### src/rtl/serclk_pkg.sv
package serclk_pkg;

  // Control to datapath: run counts, load latches new settings.
  typedef struct packed {
    logic run;
    logic load;
  } divCtl_t;

endpackage

### src/rtl/serclk_dp.sv
module serclk_dp
  import serclk_pkg::*;
#(
  parameter int PRE_W  = 8,
  parameter int RATE_W = 8
) (
  input  logic              clk,
  input  logic              rstN,
  input  divCtl_t           ctl,
  input  logic [PRE_W-1:0]  preIn,
  input  logic [RATE_W-1:0] rateIn,
  output logic              halfDone
);

  localparam int HALF_W = PRE_W - 1;
  localparam logic [HALF_W-1:0] HALF_ONE = HALF_W'(1);

  logic [HALF_W-1:0] cfgHalf;
  logic [RATE_W-1:0] cfgRate;
  logic [HALF_W-1:0] preCnt;
  logic [RATE_W-1:0] rateCnt;
  logic [HALF_W-1:0] halfSel;
  logic              preTick;
  logic              runD;

  // Drop bit 0; a resulting zero means prescale below 2, clamp to half of 2.
  always_comb begin
    halfSel = preIn[PRE_W-1:1];
    if (halfSel == '0) halfSel = HALF_ONE;
  end

  assign runD     = ctl.run;
  assign preTick  = ctl.run && (preCnt == cfgHalf - HALF_ONE);
  assign halfDone = preTick && (rateCnt == cfgRate);

  always_ff @(posedge clk) begin
    if (!rstN) begin
      cfgHalf <= HALF_ONE;
      cfgRate <= '0;
      preCnt  <= '0;
      rateCnt <= '0;
    end else if (ctl.load) begin
      cfgHalf <= halfSel;
      cfgRate <= rateIn;
      preCnt  <= '0;
      rateCnt <= '0;
    end else if (ctl.run) begin
      preCnt <= preTick ? '0 : preCnt + HALF_ONE;
      if (preTick) rateCnt <= halfDone ? '0 : rateCnt + RATE_W'(1);
    end
  end

  p_cfg_hold_r8: assert property (@(posedge clk) disable iff (!rstN)
    $past(runD) |-> ($stable(cfgHalf) && $stable(cfgRate)));

  p_half_floor_r5: assert property (@(posedge clk) disable iff (!rstN)
    cfgHalf != '0);

  p_cnt_range_r10: assert property (@(posedge clk) disable iff (!rstN)
    (preCnt < cfgHalf) && (rateCnt <= cfgRate));

endmodule

### src/rtl/serclk_ctrl.sv
module serclk_ctrl
  import serclk_pkg::*;
(
  input  logic    clk,
  input  logic    rstN,
  input  logic    enable,
  input  logic    halfDone,
  output divCtl_t ctl,
  output logic    sclkQ,
  output logic    riseQ,
  output logic    fallQ
);

  logic nextLvl;

  always_comb begin
    ctl.run  = enable;
    ctl.load = !enable;
    nextLvl  = enable ? (sclkQ ^ halfDone) : 1'b0;
  end

  always_ff @(posedge clk) begin
    if (!rstN) begin
      sclkQ <= 1'b0;
      riseQ <= 1'b0;
      fallQ <= 1'b0;
    end else begin
      sclkQ <= nextLvl;
      riseQ <= nextLvl & ~sclkQ;
      fallQ <= ~nextLvl & sclkQ;
    end
  end

  p_idle_low_r2: assert property (@(posedge clk) disable iff (!rstN)
    !enable |=> !sclkQ);

  p_rise_edge_r6: assert property (@(posedge clk) disable iff (!rstN)
    riseQ |-> (sclkQ && !$past(sclkQ)));

  p_rise_seen_r6: assert property (@(posedge clk) disable iff (!rstN)
    $rose(sclkQ) |-> riseQ);

  p_fall_edge_r7: assert property (@(posedge clk) disable iff (!rstN)
    fallQ |-> (!sclkQ && $past(sclkQ)));

  p_fall_seen_r7: assert property (@(posedge clk) disable iff (!rstN)
    $fell(sclkQ) |-> fallQ);

endmodule

### src/rtl/serclk_gen.sv
module serclk_gen
  import serclk_pkg::*;
#(
  parameter int PRE_W  = 8,
  parameter int RATE_W = 8
) (
  input  logic              clk,
  input  logic              rstN,
  input  logic              enable,
  input  logic [PRE_W-1:0]  preSel,
  input  logic [RATE_W-1:0] rateSel,
  output logic              sclkOut,
  output logic              riseStb,
  output logic              fallStb
);

  divCtl_t ctl;
  logic    halfDone;

  serclk_ctrl u_ctrl (
    .clk      (clk),
    .rstN     (rstN),
    .enable   (enable),
    .halfDone (halfDone),
    .ctl      (ctl),
    .sclkQ    (sclkOut),
    .riseQ    (riseStb),
    .fallQ    (fallStb)
  );

  serclk_dp #(.PRE_W(PRE_W), .RATE_W(RATE_W)) u_dp (
    .clk      (clk),
    .rstN     (rstN),
    .ctl      (ctl),
    .preIn    (preSel),
    .rateIn   (rateSel),
    .halfDone (halfDone)
  );

  p_reset_idle_r1: assert property (@(posedge clk)
    !rstN |=> (!sclkOut && !riseStb && !fallStb));

endmodule

### config.mk
export PLATFORM = sky130hd
export DESIGN_NAME = serclk_gen
export DESIGN_NICKNAME = d
export VERILOG_FILES = /design/src/rtl/serclk_pkg.sv /design/src/rtl/serclk_dp.sv /design/src/rtl/serclk_ctrl.sv /design/src/rtl/serclk_gen.sv
export SDC_FILE = /design/constraint.sdc
export NUM_CORES = 1
export LEC_CHECK = 0
export ABC_AREA = 0
export BUFFER_PORTS_ARGS = -buffer_cell sky130_fd_sc_hd__buf_4
export CORE_AREA = 3 3 50 75
export CTS_CLUSTER_DIAMETER = 40
export CTS_CLUSTER_SIZE = 28
export DETAILED_ROUTE_END_ITERATION = 12
export DIE_AREA = 0 0 53 78
export GPL_ROUTABILITY_DRIVEN = 0
export PLACE_DENSITY = 0.76
export SETUP_SLACK_MARGIN = 0.1
export SYNTH_ARGS = -nofsm -noshare
export SYNTH_HDL_FRONTEND = slang
export SYNTH_SLANG_ARGS = --single-unit
### constraint.sdc
create_clock -name clk -period 2.6 [get_ports clk]
set_clock_uncertainty 0.05 [all_clocks]
set_input_delay 0.39 -clock clk [delete_from_list [all_inputs] [get_ports clk]]
set_output_delay 0.39 -clock clk [all_outputs]
set_load 0.05 [all_outputs]
==> reports/results.tsv, run 1 <==
stage	metric	value	unit
run_status	status	completed	
yosys	Cells after Synth	200	
route	DRT antenna net count	0	
setup_path	largest fanout on the critical path	11	
yosys	top-count cell post-synth	dfxtp_1	
die	Die Ht	78	um
die	Ports	22	
die	core area	3159	um2
route	WL per Instance	15.60	um
setup_path	endpoint type of the worst setup path	flip-flop	
power	VDD IR max	0.4268	mV
power	power per cell area	519.9	nW/um2
clock_network	CTS tree	yes	
timing	worst setup margin	245.2	ps
yosys	commonest cells in the synthesized netlist	33 x dfxtp_1, 16 x mux2i_1, 16 x xnor2_1, 15 x nand2_1	
timing	final worst path period need	2355	ps
die	die area	4134	um2
placed_design	Post-DP Area	1964	um2
global_route	Overflow after GRT	0	
global_route	first-pass GRT wire length	6.934	mm
clock_network	clk slew on worst S/H paths	70	ps
clock_network	CTS Buf Count	5	
yosys	top_reg_cell synth	dfxtp_1	
placed_design	DP Wirelength	2.983	mm
clock_network	clk buf depth	2	
timing	Slew Limit Fails	0	
clock_network	CTS H-Tree Depth	2	
global_route	GR Util All Layers	22.07	%
setup_path	CP startpoint kind	flip-flop	
global_route	largest net degree at the start of global routing	20	
setup_path	WS Path Type	flip-flop to flip-flop	
setup_path	CP Data Required Time	2770	ps
yosys	Distinct cells, synth	40	
timing	setup TNS	0	ps
setup_path	Worst EP arrival	2520	ps
layout	fill cell count	281	
yosys	sequential fraction of the synthesis area	37.03	%
yosys	Avg Cell Area, Syn	8.921	um2
route	DRC	0	
timing	Final Hold Fails	0	
yosys	top cells by area, synth	dfxtp_1 37%, mux2i_1 9.0%, xnor2_1 7.9%, nor2b_1 4.9%, nor3_1 3.9%	
yosys	Mapped Nets	222	
placed_design	I/O Buffers	20	
min_path	worst hold path class	input port to flip-flop	
die	Initial Utilization	56.48	%
power	Lkg Pwr	0.8186	nW
yosys	EDFF count, synth	0	
timing	slew margin rel.	65.10	%
layout	# diodes	0	
run	max_cap viols	0	
layout	Nets	243	
yosys	Yosys reg bits	33	
yosys	async set-reset flop share out of synthesis	0	%
clock_network	Clock Sinks	33	
timing	Final setup viols	0	
timing	Worst-Margin Slew	523.5	ps
global_route	initial antenna violation count	0	
timing	crit share post-route	90.57	%
global_route	vias in the first global route	1620	
yosys	synth warn	0	
clock_network	cts repair resizes	0	
clock_network	Worst-Skew Late Latency	280	ps
layout	Syn-to-layout area delta	15.15	%
die	Site Rows	25	
layout	layout cells sized above 1	16.67	%
timing	unrepaired setup endpoints after global routing	false	
route	drt pass-1 iters	4	
timing	fmax	0.4247	GHz
clock_network	Post-CTS Setup Bufs	0	
route	WL final	4.086	mm
placed_design	pre-CTS setup slack	253.1	ps
yosys	area leader, netlist	dfxtp_1	
yosys	Synth top area share	37.03	%
route	routed vias/inst	5.947	
route	via count	1558	
clock_network	clock tree root driver cell	clkbuf_8	
layout	Final Instance Area	2054	um2
yosys	mapped cell area	1784	um2
clock_network	cts hold-fix bufs	0	
route	detailed router's first-iteration violation count	43	
die	Die Width	53	um
-- cell type report --
cell class,count,area (um2),area share [%]
Clock buffer,6,72.57,3.532
Clock inverter,2,10.01,0.4872
Inverter,4,15.01,0.7308
Multi-Input combinational cell,154,1074,52.25
Sequential cell,33,660.6,32.16
Tap cell,40,50.05,2.436
Timing Repair Buffer,23,172.7,8.404
-- worst max-delay path, stage by stage (launching register included) --
cell      delay [ps]
dfxtp_1          360
or3_1            400
or4_4            500
a211oi_4         270
and3_1           470
mux2i_1          220
-- through the flow --
stage	utilization [%]	std cells	power (mW)	hold WS, ps
global placement	62.18	254	0.7015	415.1
finish	65.03	262	1.068	317.1
floorplan	-	200	0.6578	419.3
detailed placement	62.18	254	0.7118	429.4
global route	65.03	262	1.119	323.2
CTS	64.79	262	1.074	317.2
-- sequential cells by signal (all words and copies together) (netlist names) --
register / cells
u_dp.cfgRate: 8
u_ctrl.sclkQ: 1
u_ctrl.fallQ: 1
u_ctrl.riseQ: 1
u_dp.preCnt: 7
u_dp.cfgHalf: 7
u_dp.rateCnt: 8
-- path summary, 6_finish.rpt --
check                                     start               to  slack, ps  depth (start not counted)
worst max-delay path            u_dp.cfgHalf[2]  u_dp.rateCnt[0]        250                          5
worst min-delay path                 rateSel[2]  u_dp.cfgRate[2]        320                          3
worst max register to register  u_dp.cfgHalf[2]  u_dp.rateCnt[0]        250                          5
worst min register to register     u_ctrl.sclkQ     u_ctrl.fallQ        430                          2
-- layout by cell type (no fill, tap or decap), drive strengths merged, types with 3 or more instances in the layout --
cell	synthesis	routed
nand2	15	15
and2	3	3
nor3	14	14
o22ai	5	5
xor2	5	5
dfxtp	33	33
nor2	8	8
xnor2	16	16
ha	3	3
buf	3	23
and3	3	3
a211o	5	5
nand4	3	3
a21oi	5	5
nand3	11	11
or4	3	3
inv	4	4
clkbuf	6	6
nor2b	14	14
or3	6	6
mux2i	16	16
-- cell families after synthesis --
family	Yosys count	share of synthesized area, %
DFF	33	37.03
xor gates and xnor gates	21	10.31
adders and majority gates	3	2.104
and+or+nand+nor	84	25.04
muxes	16	8.976
AOI/OAI and AO/OA	30	13.32
buffers and inverters	13	3.225
-- power by group --
part	switching (mW)	internal [mW]
Combinational	0.0908	0.0733
Clock	0.180	0.185
Sequential	0.0166	0.522
-- routing by layer --
metal	GRT usage, %	up-vias	part of all wire (%)
met4	10.74	0	1.5
met3	4.607	10	3.2
met1	23.32	751	38
li1	-	758	-
met2	39.43	39	58
met5	0	-	0
Power figures use the tool's default switching activity.
==> run 2, diff against run 1 <==
CORE_AREA = 3 3 59 88   (was 3 3 50 75)
DIE_AREA = 0 0 62 91   (was 0 0 53 78)
PLACE_DENSITY = not set   (was 0.76)
==> reports/results.tsv, run 2 (synthesis gave the netlist of run 1 again) <==
stage	metric	value	unit
run_status	status	completed	
setup_path	largest fanout on the critical path	9	
route	via count	1505	
timing	worst setup margin	267.1	ps
global_route	first-pass GRT wire length	6.644	mm
setup_path	Crit path largest cell delay	500	ps
route	WL final	3.904	mm
layout	most common cell after layout, fill and taps aside	dfxtp_1	
power	VDD IR max	0.3201	mV
route	routed vias/inst	5.190	
timing	unrepaired setup endpoints after global routing	false	
clock_network	CTS H-Tree Depth	2	
route	detailed router's first-iteration violation count	29	
setup_path	CP Data Required Time	2710	ps
setup_path	CP startpoint kind	flip-flop	
global_route	GR Util All Layers	15.74	%
setup_path	endpoint type of the worst setup path	flip-flop	
clock_network	clock tree root driver cell	clkbuf_8	
die	Site Rows	30	
die	die area	5642	um2
die	Initial Utilization	39.28	%
setup_path	WS Path Type	flip-flop to flip-flop	
route	drt pass-1 iters	4	
power	Lkg Pwr	0.8325	nW
setup_path	CP max stage cell	or4_4	
clock_network	Post-CTS Setup Bufs	0	
layout	# diodes	0	
die	Ports	22	
clock_network	Clock Sinks	33	
global_route	initial antenna violation count	0	
clock_network	Worst-Skew Late Latency	280	ps
setup_path	cell family with most CP delay	simple AND/OR/NAND/NOR gates	
layout	layout cells sized above 1	17.70	%
layout	Nets	247	
timing	slew margin rel.	68.72	%
clock_network	CTS tree	yes	
setup_path	CP bufs+invs	1	
die	Die Width	62	um
layout	fill cell count	469	
setup_path	Worst EP arrival	2450	ps
global_route	vias in the first global route	1479	
timing	setup TNS	0	ps
global_route	largest net degree at the start of global routing	20	
clock_network	cts repair resizes	0	
die	core area	4542	um2
layout	Syn-to-layout area delta	18.09	%
clock_network	clk buf depth	2	
timing	crit share post-route	89.73	%
clock_network	clk slew on worst S/H paths	70	ps
timing	Slew Limit Fails	0	
timing	Final Hold Fails	0	
power	power per cell area	513.1	nW/um2
min_path	worst hold path class	input port to flip-flop	
die	Die Ht	91	um
setup_path	worst-path cell chain	or3_1 > or4_4 > a211oi_4 > buf_4 > and2_1 > o211ai_1	
route	WL per Instance	13.46	um
placed_design	pre-CTS setup slack	268.3	ps
timing	Fin Hold WS	305.4	ps
timing	fmax	0.4287	GHz
clock_network	cts hold-fix bufs	0	
timing	final worst path period need	2333	ps
layout	most frequent cells in the layout	33 x dfxtp_1, 27 x buf_4, 16 x mux2i_1, 16 x xnor2_1, 15 x nand2_1	
layout	largest registers	u_dp.cfgRate: 8 flops, u_dp.rateCnt: 8 flops	
placed_design	DP Wirelength	2.847	mm
clock_network	CTS Buf Count	5	
placed_design	I/O Buffers	20	
route	DRC	0	
global_route	Overflow after GRT	0	
timing	Worst-Margin Slew	468.1	ps
route	DRT antenna net count	0	
run	max_cap viols	0	
timing	Final setup viols	0	
-- run 2: cell count changes in the layout (fill, tap and decap cells not counted), sizes merged --
| cell | before | now |
|---|---|---|
| buf | 23 | 27 |
-- run 2: final timing paths --
| check | depth (start not counted) | to | start | slack (ps) |
|---|---|---|---|---|
| max | 6 | u_dp.rateCnt[2] | u_dp.cfgHalf[2] | 270 |
| min | 3 | u_dp.cfgRate[4] | rateSel[4] | 310 |
| min reg2reg | 2 | u_ctrl.fallQ | u_ctrl.sclkQ | 440 |
| max reg2reg | 6 | u_dp.rateCnt[2] | u_dp.cfgHalf[2] | 270 |
-- run 2: tightest hold or removal path: cells and delay by family --
| family | cells | cell delay (ps) |
|---|---|---|
| buf+inv | 1 | 70 |
| mux | 1 | 50 |
| simple gates | 1 | 90 |
-- run 2: report_power, final --
| group | internal (mW) | switching (mW) |
|---|---|---|
| clock network | 0.185 | 0.190 |
| registers | 0.522 | 0.0151 |
| logic | 0.0775 | 0.0911 |
-- run 2: final cells by class --
cell class | instances | area [um2] | share of cell area [%]
inverter | 4 | 15.01 | 0.7126
clock inverter | 2 | 10.01 | 0.4751
timing repair buffer | 27 | 202.7 | 9.620
multi-input combinational | 154 | 1066 | 50.59
clock buffer | 6 | 72.57 | 3.444
tap | 64 | 80.08 | 3.800
sequential | 33 | 660.6 | 31.35
-- run 2: metrics by stage --
| stage | total power [mW] | cells | util, % | area, um2 |
|---|---|---|---|---|
| floorplan | 0.6578 | 200 | - | 1784 |
| global placement | 0.7168 | 282 | 44.57 | 2024 |
| detailed placement | 0.7187 | 282 | 44.57 | 2024 |
| CTS | 1.092 | 290 | 46.39 | 2107 |
| global route | 1.137 | 290 | 46.39 | 2107 |
| finish | 1.081 | 290 | 46.39 | 2107 |
-- run 2: layer usage --
metal	vias to the layer above	GRT usage, %	routed length (um)
li1	761	-	-
met1	705	17.49	1612
met2	30	26.04	2060
met3	9	3.556	126
met4	0	8.850	105
met5	-	0	0
==> run 3, diff against run 2 <==
BUFFER_PORTS_ARGS = not set   (was -buffer_cell sky130_fd_sc_hd__buf_4)
CORE_AREA = 2 2 58 87   (was 3 3 59 88)
DIE_AREA = 0 0 60 89   (was 0 0 62 91)
DONT_BUFFER_PORTS = 1   (was not set)
PLACE_DENSITY_LB_ADDON = 0.25   (was not set)
==> reports/results.tsv, run 3 (synthesis gave the netlist of run 1 again) <==
stage	metric	value	unit
layout	Final Instance Area	1941	um2
setup_path	CP max stage cell	or4_4	
power	Lkg Pwr	0.7242	nW
die	Initial Utilization	39.28	%
layout	Syn-to-layout area delta	8.766	%
clock_network	Clock Sinks	33	
route	routed vias/inst	5.285	
min_path	WHS Endpoint	u_dp.cfgHalf[0]	
die	Site Rows	30	
timing	crit share post-route	89.47	%
setup_path	CP startpoint kind	flip-flop	
placed_design	Post-DP Area	1867	um2
placed_design	Placed Instances	261	
min_path	Hold Crit Depth	1	
run	max_cap viols	0	
timing	Slew Limit Fails	0	
setup_path	Reg2Reg Depth	6	
layout	most frequent cells in the layout	33 x dfxtp_1, 16 x mux2i_1, 16 x xnor2_1	
placed_design	I/O Buffers	0	
clock_network	clk buf depth	2	
setup_path	r2r startpoint	u_dp.cfgHalf[2]	
clock_network	cts hold-fix bufs	0	
layout	# diodes	0	
die	core area	4542	um2
route	WL per Instance	13.91	um
global_route	vias in the first global route	1459	
run_status	status	completed	
layout	Nets	226	
route	detailed router's first-iteration violation count	39	
setup_path	largest fanout on the critical path	9	
layout	post-route insts no fill	267	
setup_path	Worst EP arrival	2440	ps
timing	final worst path period need	2326	ps
layout	fill cell count	464	
setup_path	endpoint type of the worst setup path	flip-flop	
die	Die Width	60	um
setup_path	WS Path Type	flip-flop to flip-flop	
timing	unrepaired setup endpoints after global routing	false	
clock_network	Worst-Skew Late Latency	280	ps
timing	setup TNS	0	ps
setup_path	worst-path cell chain	or3_1 > or4_4 > a211oi_4 > buf_4 > and2_1 > o211ai_1	
global_route	largest net degree at the start of global routing	20	
min_path	worst hold path class	input port to flip-flop	
placed_design	pre-CTS setup slack	287.6	ps
timing	slew margin rel.	61.13	%
placed_design	DP Wirelength	2.709	mm
setup_path	r2r setup slk	270	ps
timing	Worst-Margin Slew	582.3	ps
route	via count	1411	
global_route	initial antenna violation count	0	
clock_network	CTS H-Tree Depth	2	
clock_network	clk slew on worst S/H paths	70	ps
die	die area	5340	um2
layout	area occupied by multi-input gates	1066	um2
global_route	GR Util All Layers	16.14	%
route	WL final	3.715	mm
layout	Sequential Area	660.6	um2
global_route	Overflow after GRT	0	
die	Die Ht	89	um
route	DRC	0	
setup_path	CP Data Required Time	2710	ps
global_route	first-pass GRT wire length	6.527	mm
setup_path	R2R Path End	u_dp.rateCnt[2]	
layout	layout cells sized above 1	8.867	%
timing	Final Hold Fails	0	
power	Power, Total	1.024	mW
die	Ports	22	
power	VDD IR max	0.3622	mV
route	DRT antenna net count	0	
timing	worst setup margin	273.9	ps
clock_network	CTS tree	yes	
timing	Final setup viols	0	
clock_network	CTS Buf Count	5	
timing	fmax	0.4299	GHz
power	power per cell area	527.5	nW/um2
clock_network	Post-CTS Setup Bufs	0	
clock_network	clock tree root driver cell	clkbuf_8	
layout	largest registers	u_dp.cfgRate: 8 flops, u_dp.rateCnt: 8 flops	
route	drt pass-1 iters	4	
layout	most common cell after layout, fill and taps aside	dfxtp_1	
min_path	hold path startpoint	rstN	
setup_path	Crit path largest cell delay	500	ps
clock_network	cts repair resizes	0	
## run 3: cell count changes in the layout (fill, tap and decap cells not counted)
cell and change:
clkbuf_1 -1, clkinv_2 -1, buf_4 -21
## run 3: layer usage
metal  part of all wire (%)  track usage (%)  routed length [um]
met3                    2.6            3.618                  95
met1                     42            17.35                1559
met4                    2.2            7.475                  80
met2                     53            29.15                1979
met5                      0                0                   0
## run 3: worst max path at each step
stage,from,endpoint,cells past startpoint
2_1_floorplan,u_dp.cfgHalf[2],u_dp.rateCnt[1],6
3_3_place_gp,u_dp.cfgHalf[2],u_dp.rateCnt[2],6
3_5_place_dp,u_dp.cfgHalf[2],u_dp.rateCnt[2],6
4_1_cts,u_dp.cfgHalf[2],u_dp.rateCnt[2],6
5_1_grt,u_dp.cfgHalf[2],u_dp.rateCnt[2],6
6_report,u_dp.cfgHalf[2],u_dp.rateCnt[2],6
## run 3: power by group
part           leakage [nW]  switching, mW  internal, mW
combinational         0.415         0.0749        0.0608
clock                0.0399          0.173         0.176
sequential            0.269         0.0168         0.522
## run 3: cell type report
cell class / instances / share of cell area [%]
multi-input combinational: 154 / 54.93
inverter: 4 / 0.7737
sequential: 33 / 34.04
clock buffer: 5 / 3.546
clock inverter: 1 / 0.2579
tap: 64 / 4.126
timing repair buffer: 6 / 2.321
## run 3: metrics by stage
step	hold slack, ps	utilization [%]
final	143.7	42.73
after global routing	136.5	42.73
after CTS	132.4	42.73
after detailed placement	426.2	41.10
after global placement	422.7	41.10
after floorplan	419.3	-
## run 3: critical path: cells and delay by family (launching register included)
family,cells,cell delay (ps)
buffers and inverters,1,210
and+or+nand+nor,3,1190
DFF,1,360
AOI/OAI and AO/OA,2,400
